$ cat config.mk
export PLATFORM = sky130hd
export DESIGN_NAME = xpoint_route_ctrl
export DESIGN_NICKNAME = d
export VERILOG_FILES = /design/src/rtl/xpoint_pkg.sv /design/src/rtl/xpoint_sync.sv /design/src/rtl/xpoint_cfg_regs.sv /design/src/rtl/xpoint_power.sv /design/src/rtl/xpoint_mux.sv /design/src/rtl/xpoint_route_ctrl.sv
export SDC_FILE = /design/constraint.sdc
export NUM_CORES = 1
export LEC_CHECK = 0
export ABC_CLOCK_PERIOD_IN_PS = 2200
export BUFFER_PORTS_ARGS = -buffer_cell sky130_fd_sc_hd__buf_2
export CAP_MARGIN = 0
export CORE_MARGIN = 10
export CORE_UTILIZATION = 35
export CTS_BUF_LIST = sky130_fd_sc_hd__clkbuf_8
export DETAILED_ROUTE_END_ITERATION = 10
export GPL_TIMING_DRIVEN = 1
export PLACE_DENSITY = 0.52
export SLEW_MARGIN = 20
export SYNTH_ARGS = -nofsm -noshare
export SYNTH_HDL_FRONTEND = slang
export SYNTH_SLANG_ARGS = --single-unit
$ cat constraint.sdc
create_clock -name clk_i -period 2.2 [get_ports clk_i]
set_clock_uncertainty 0.15 [all_clocks]
set_input_delay 0.11 -clock clk_i [delete_from_list [all_inputs] [get_ports clk_i]]
set_output_delay 0.11 -clock clk_i [all_outputs]
set_load 0.01 [all_outputs]
$ cat src/rtl/xpoint_pkg.sv
package xpoint_pkg;
  typedef enum logic {
    SRC_PIN = 1'b0,
    SRC_REG = 1'b1
  } sel_src_e;
endpackage

$ cat src/rtl/xpoint_sync.sv
module xpoint_sync #(
  parameter int W = 1
) (
  input  logic         clk_i,
  input  logic         rst_ni,
  input  logic [W-1:0] d_i,
  output logic [W-1:0] q_o
);
  logic [W-1:0] meta_q, sync_q;

  always_ff @(posedge clk_i or negedge rst_ni) begin
    if (!rst_ni) begin
      meta_q <= '0;
      sync_q <= '0;
    end else begin
      meta_q <= d_i;
      sync_q <= meta_q;
    end
  end

  assign q_o = sync_q;
endmodule

$ cat src/rtl/xpoint_cfg_regs.sv
module xpoint_cfg_regs #(
  parameter int N_OUT = 4,
  parameter int CFG_W = 8
) (
  input  logic             clk_i,
  input  logic             rst_ni,
  input  logic             route_we_i,
  input  logic             ctrl_we_i,
  input  logic [CFG_W-1:0] wdata_i,
  output logic [CFG_W-1:0] route_o,
  output logic [N_OUT-1:0] pd_mask_o,
  output logic             los_en_o,
  output logic             soft_pwr_o
);
  localparam int LOS_BIT  = CFG_W - 2;
  localparam int SOFT_BIT = CFG_W - 1;

  logic [CFG_W-1:0] route_q;
  logic [N_OUT-1:0] pd_q;
  logic             los_q, soft_q;

  always_ff @(posedge clk_i or negedge rst_ni) begin
    if (!rst_ni) begin
      route_q <= '0;
    end else if (route_we_i) begin
      route_q <= wdata_i;
    end
  end

  always_ff @(posedge clk_i or negedge rst_ni) begin
    if (!rst_ni) begin
      pd_q   <= '1;
      los_q  <= 1'b0;
      soft_q <= 1'b0;
    end else if (ctrl_we_i) begin
      pd_q   <= wdata_i[N_OUT-1:0];
      los_q  <= wdata_i[LOS_BIT];
      soft_q <= wdata_i[SOFT_BIT];
    end
  end

  assign route_o    = route_q;
  assign pd_mask_o  = pd_q;
  assign los_en_o   = los_q;
  assign soft_pwr_o = soft_q;

  AST_ROUTE_HOLD: assert property (@(posedge clk_i) disable iff (!rst_ni)
    !route_we_i |=> $stable(route_q));
  AST_CTRL_HOLD: assert property (@(posedge clk_i) disable iff (!rst_ni)
    !ctrl_we_i |=> ($stable(pd_q) && $stable(los_q) && $stable(soft_q)));
endmodule

$ cat src/rtl/xpoint_power.sv
module xpoint_power
  import xpoint_pkg::*;
#(
  parameter int N_IN  = 4,
  parameter int N_OUT = 4,
  parameter int SEL_W = 2
) (
  input  sel_src_e                    src_i,
  input  logic                        pwr_pin_i,
  input  logic                        soft_pwr_i,
  input  logic [N_OUT-1:0]            pd_mask_i,
  input  logic                        los_en_i,
  input  logic [N_OUT-1:0][SEL_W-1:0] sel_i,
  output logic                        pwr_up_o,
  output logic [N_OUT-1:0]            out_en_o,
  output logic [N_IN-1:0]             rx_en_o
);
  logic             reg_mode;
  logic             pwr_up;
  logic [N_OUT-1:0] out_en;
  logic [N_IN-1:0]  need;

  assign reg_mode = (src_i == SRC_REG);
  // soft bit only counts when the register owns the configuration
  assign pwr_up   = pwr_pin_i | (reg_mode & soft_pwr_i);

  for (genvar o = 0; o < N_OUT; o++) begin : g_oen
    assign out_en[o] = pwr_up & (~reg_mode | pd_mask_i[o]);
  end

  always_comb begin
    need = '0;
    for (int i = 0; i < N_IN; i++) begin
      for (int o = 0; o < N_OUT; o++) begin
        if (out_en[o] && (sel_i[o] == SEL_W'(i))) need[i] = 1'b1;
      end
    end
  end

  assign pwr_up_o = pwr_up;
  assign out_en_o = out_en;
  assign rx_en_o  = need | {N_IN{reg_mode & los_en_i}};
endmodule

$ cat src/rtl/xpoint_mux.sv
module xpoint_mux #(
  parameter int N_IN  = 4,
  parameter int SEL_W = 2
) (
  input  logic [N_IN-1:0]  lane_i,
  input  logic [SEL_W-1:0] sel_i,
  input  logic             en_i,
  output logic             lane_o
);
  logic [N_IN-1:0] hit;

  for (genvar i = 0; i < N_IN; i++) begin : g_leg
    assign hit[i] = lane_i[i] & (sel_i == SEL_W'(i));
  end

  assign lane_o = en_i & (|hit);
endmodule

$ cat src/rtl/xpoint_route_ctrl.sv
module xpoint_route_ctrl
  import xpoint_pkg::*;
#(
  parameter int N_IN  = 4,
  parameter int N_OUT = 4,
  localparam int SEL_W = $clog2(N_IN),
  localparam int CFG_W = N_OUT * SEL_W
) (
  input  logic             clk_i,
  input  logic             rst_ni,
  input  logic             reg_mode_i,
  input  logic             pwr_pin_i,
  input  logic [CFG_W-1:0] sel_pins_i,
  input  logic             route_we_i,
  input  logic             ctrl_we_i,
  input  logic [CFG_W-1:0] wdata_i,
  input  logic [N_IN-1:0]  lane_i,
  output logic [N_OUT-1:0] lane_o,
  output logic [N_OUT-1:0] out_en_o,
  output logic [N_IN-1:0]  rx_en_o,
  output logic             pwr_up_o
);
  localparam int SYNC_W = CFG_W + 2;

  logic [SYNC_W-1:0]            pins_s;
  sel_src_e                     mode_s;
  logic                         pwr_pin_s;
  logic [CFG_W-1:0]             sel_pins_s;
  logic [CFG_W-1:0]             route_q;
  logic [N_OUT-1:0]             pd_mask;
  logic                         los_en, soft_pwr;
  logic [N_OUT-1:0][SEL_W-1:0]  sel_w;

  xpoint_sync #(.W(SYNC_W)) u_sync (
    .clk_i  (clk_i),
    .rst_ni (rst_ni),
    .d_i    ({reg_mode_i, pwr_pin_i, sel_pins_i}),
    .q_o    (pins_s)
  );

  assign mode_s     = sel_src_e'(pins_s[SYNC_W-1]);
  assign pwr_pin_s  = pins_s[SYNC_W-2];
  assign sel_pins_s = pins_s[CFG_W-1:0];

  xpoint_cfg_regs #(.N_OUT(N_OUT), .CFG_W(CFG_W)) u_cfg (
    .clk_i      (clk_i),
    .rst_ni     (rst_ni),
    .route_we_i (route_we_i),
    .ctrl_we_i  (ctrl_we_i),
    .wdata_i    (wdata_i),
    .route_o    (route_q),
    .pd_mask_o  (pd_mask),
    .los_en_o   (los_en),
    .soft_pwr_o (soft_pwr)
  );

  assign sel_w = (mode_s == SRC_REG) ? route_q : sel_pins_s;

  xpoint_power #(.N_IN(N_IN), .N_OUT(N_OUT), .SEL_W(SEL_W)) u_pwr (
    .src_i      (mode_s),
    .pwr_pin_i  (pwr_pin_s),
    .soft_pwr_i (soft_pwr),
    .pd_mask_i  (pd_mask),
    .los_en_i   (los_en),
    .sel_i      (sel_w),
    .pwr_up_o   (pwr_up_o),
    .out_en_o   (out_en_o),
    .rx_en_o    (rx_en_o)
  );

  for (genvar o = 0; o < N_OUT; o++) begin : g_out
    xpoint_mux #(.N_IN(N_IN), .SEL_W(SEL_W)) u_mux (
      .lane_i (lane_i),
      .sel_i  (sel_w[o]),
      .en_i   (out_en_o[o]),
      .lane_o (lane_o[o])
    );

    AST_IDLE_LOW: assert property (@(posedge clk_i) disable iff (!rst_ni)
      !out_en_o[o] |-> !lane_o[o]);
    AST_RX_FEEDS: assert property (@(posedge clk_i) disable iff (!rst_ni)
      out_en_o[o] |-> rx_en_o[sel_w[o]]);
  end

  AST_LOS_ALL_ON: assert property (@(posedge clk_i) disable iff (!rst_ni)
    (mode_s == SRC_REG && los_en) |-> (&rx_en_o));
  AST_DOWN_DARK: assert property (@(posedge clk_i) disable iff (!rst_ni)
    !pwr_up_o |-> (out_en_o == '0));
  AST_PIN_NO_MASK: assert property (@(posedge clk_i) disable iff (!rst_ni)
    (mode_s == SRC_PIN) |-> (out_en_o == {N_OUT{pwr_up_o}}));
endmodule

==> flow_metrics.tcl <==
set metrics [dict create \
    status "complete, no violations" \
    dpl_worst_slack_ns 0.221 \
    rsz0062_at_grt "yes" \
    insertion_delay_ns 0.28 \
    p_clk_share_pct 40.1 \
    path_cells "buf_8 > mux2_4 > a222oi_1 > nand2_1 > buf_2" \
    start_kind "flip-flop" \
    gp_congestion 0.873 \
    dr.pass1.iters 4 \
    synthToLayoutAreaGrowth_pct 36.2 \
    drive_above_1_share_pct 38.8 \
    cpPeakStageDelay_ns 0.48 \
    htree_levels 2 \
    grt_pass1_vias 1317 \
    synth_warnings 0 \
    critPathSlowestCell "dfrtp_2" \
    path_clk_slew_ns 0.07 \
    cts_num_sinks 34 \
    synth_area_per_cell_sq_um 11.8 \
    dieArea_sq_um 7920 \
    final_antenna_net_count 0 \
    vias 1308 \
    cp_num_buf_inv 2 \
    worst_pin_slew_ns 0.731 \
    p_seq_share_pct 42.1 \
    hpwl_mm 2.93 \
    switching_share_pct 24.2 \
    synth_ff_type "dfrtp_1" \
    synth-seq-cells 34 \
    maxSlewHeadroom_pct 51.3 \
    cts_root_buffer "clkbuf_8" \
    utilization_pct 48.7 \
    grt_pass1_wl_mm 6.14 \
    cts_tree "built" \
    nets 226 \
    fin_ws_ns 0.0226 \
    syn_nets 167 \
    grt_start_max_net_pins 35 \
    hp-class "in -> reg" \
    combPwrFrac_pct 17.8 \
    ys_top_cells_by_area "dfrtp_1, mux2_2, dfstp_2" \
    drc 0 \
    synth-edff-count 0 \
    drt_iter0_drc 151 \
    coreArea_sq_um 4660 \
    crit_path_end_kind "output pin" \
    critical_path_arrival_ns 1.92 \
    setup_tns_ns 0 \
    fp.dieH_microns 89.0 \
    yosysSeqAreaShare_pct 51.4 \
    n_antenna_cell 0 \
    grt.overflow.total 0 \
    cpLargestDelayFamily "flip-flops" \
    met3_length_microns 295 \
    met1_length_mm 1.70 \
    critPathMaxFanout 19 \
    fmax_mhz 459 \
    cts_buffers 5 \
    power.switching_mw 0.413 \
    rows 25 \
    wl_met2_mm 1.86 \
    avgViaCountPerCell 5.13 \
    internal_power_mw 1.30 \
    routedWlPerCell_microns 15.4 \
    power_density_nw_per_um2 753 \
    hold_viol 0 \
    critPathKind "reg -> out" \
    drv_slew 0 \
    antenna_found_initial 0 \
    grt_use_total_pct 10.1 \
    post-route-period-util_pct 99.0 \
    die_w_microns 89.0 \
    boundaryPins 39 \
    netlist_area_sq_um 1670 \
    synth_largest_area_cell "dfrtp_1" \
    irDropWorstVdd_mv 0.335 \
    p_leak_nw 1.03 \
    ys_top_cells_by_count "dfrtp_1, nand2_1, mux2_2, buf_4" \
    synth_cell_types 33 \
    cp_data_required_time_ns 1.94 \
    cap_viol_max_count 0 \
    clockBufferDepth 2 \
    netlist_instances 141 \
    layout_min_cycle_time_ns 2.18 \
    io_buffers 38 \
    yosysMostFrequentCell "dfrtp_1" \
    setup_viol 0 \
    drt_wl_total_mm 3.92 \
    dr.max_layer_used "met4" \
    initial_utilization_pct 35.8 \
    synth-async-reset-ratio_pct 100 \
    yosysTopAreaCellShare_pct 45.0 \
]
repair_timing:
item / 4_1_cts / 5_1_grt
setup buffers: 0 / 1
hold buffers: 25 / 0
endpoints found under the hold margin: 54 / 0
endpoints found under the setup margin: 7 / 7
resized for setup: 9 / 5
stage by stage:
stage | std cells | power [mW] | area, sq um | hold slack, ns
after global placement | 221 | 0.977 | 1830 | 0.0536
after floorplan | 141 | 0.898 | 1670 | -0.336
after detailed placement | 221 | 0.981 | 1830 | 0.0669
after global routing | 255 | 1.80 | 2270 | 0.0877
final | 255 | 1.71 | 2270 | 0.0894
after CTS | 254 | 1.72 | 2240 | 0.0775
worst reg2reg max path, delay by kind of cell (launching register included):
family | cells | cell delay [ns]
buf+inv | 2 | 0.63
flops | 1 | 0.55
compound gates | 1 | 0.17
final timing paths:
kind / from / end / slack (ns) / depth (start not counted)
max: u_sync.q_o[9] / rx_en_o[3] / 0.02 / 5
min reg2reg: u_sync.meta_q[7] / u_sync.q_o[7] / 0.20 / 0
min in group asynchronous: rst_ni / u_cfg.route_o[0] / 0.26 / 2
max reg2reg: u_cfg.pd_mask_o[3] / u_cfg.pd_mask_o[3] / 0.64 / 3
min: ctrl_we_i / u_cfg.los_en_o / 0.09 / 2
max in group asynchronous: rst_ni / u_sync.q_o[9] / 1.12 / 2
layer usage:
layer	vias up	global-route usage (%)
met1	627	12.1
met2	56	15.2
met5	-	0
li1	619	-
met4	0	5.92
met3	6	3.74
cell type report:
cell class | instances | area [sq um]
well taps | 54 | 67.6
fillers | 428 | 2390
multi-input cells | 84 | 698
clock inverters | 3 | 68.8
inverters | 8 | 30.0
repair buffers | 67 | 478
flip-flops and latches | 34 | 858
clock buffers | 5 | 68.8
layout by cell type (no fill, tap or decap), types with 5 or more instances in the layout:
master / n
clkbuf_8: 5
mux2_2: 11
o21ai_0: 6
nand2_1: 13
a21oi_1: 6
buf_2: 38
dlygate4sd3_1: 25
inv_1: 8
dfrtp_1: 28
logic make-up (layout without fill, tap and decap cells):
group / count (synthesis) / in the layout / synth area share [%]
mux: 22 / 22 / 17.6
compound gates: 36 / 36 / 15.1
flops: 34 / 34 / 51.4
simple gates: 26 / 26 / 7.28
buf+inv: 23 / 83 / 8.63
state kept, by name, summed over array words and instances, names as in the netlist:
signal,cells
u_sync.meta_q,10
u_cfg.los_en_o,1
u_cfg.route_o,8
u_sync.q_o,10
u_cfg.soft_pwr_o,1
u_cfg.pd_mask_o,4
power by group through the flow:
| stage | registers (mW) | clock network, mW | logic, mW |
|---|---|---|---|
| floorplan | 0.709 | 0 | 0.189 |
| global route | 0.725 | 0.746 | 0.329 |
| CTS | 0.717 | 0.707 | 0.300 |
| finish | 0.719 | 0.686 | 0.303 |
| detailed placement | 0.725 | 0 | 0.256 |
| global placement | 0.725 | 0 | 0.251 |
No activity file was read; power rests on OpenSTA's default activity.
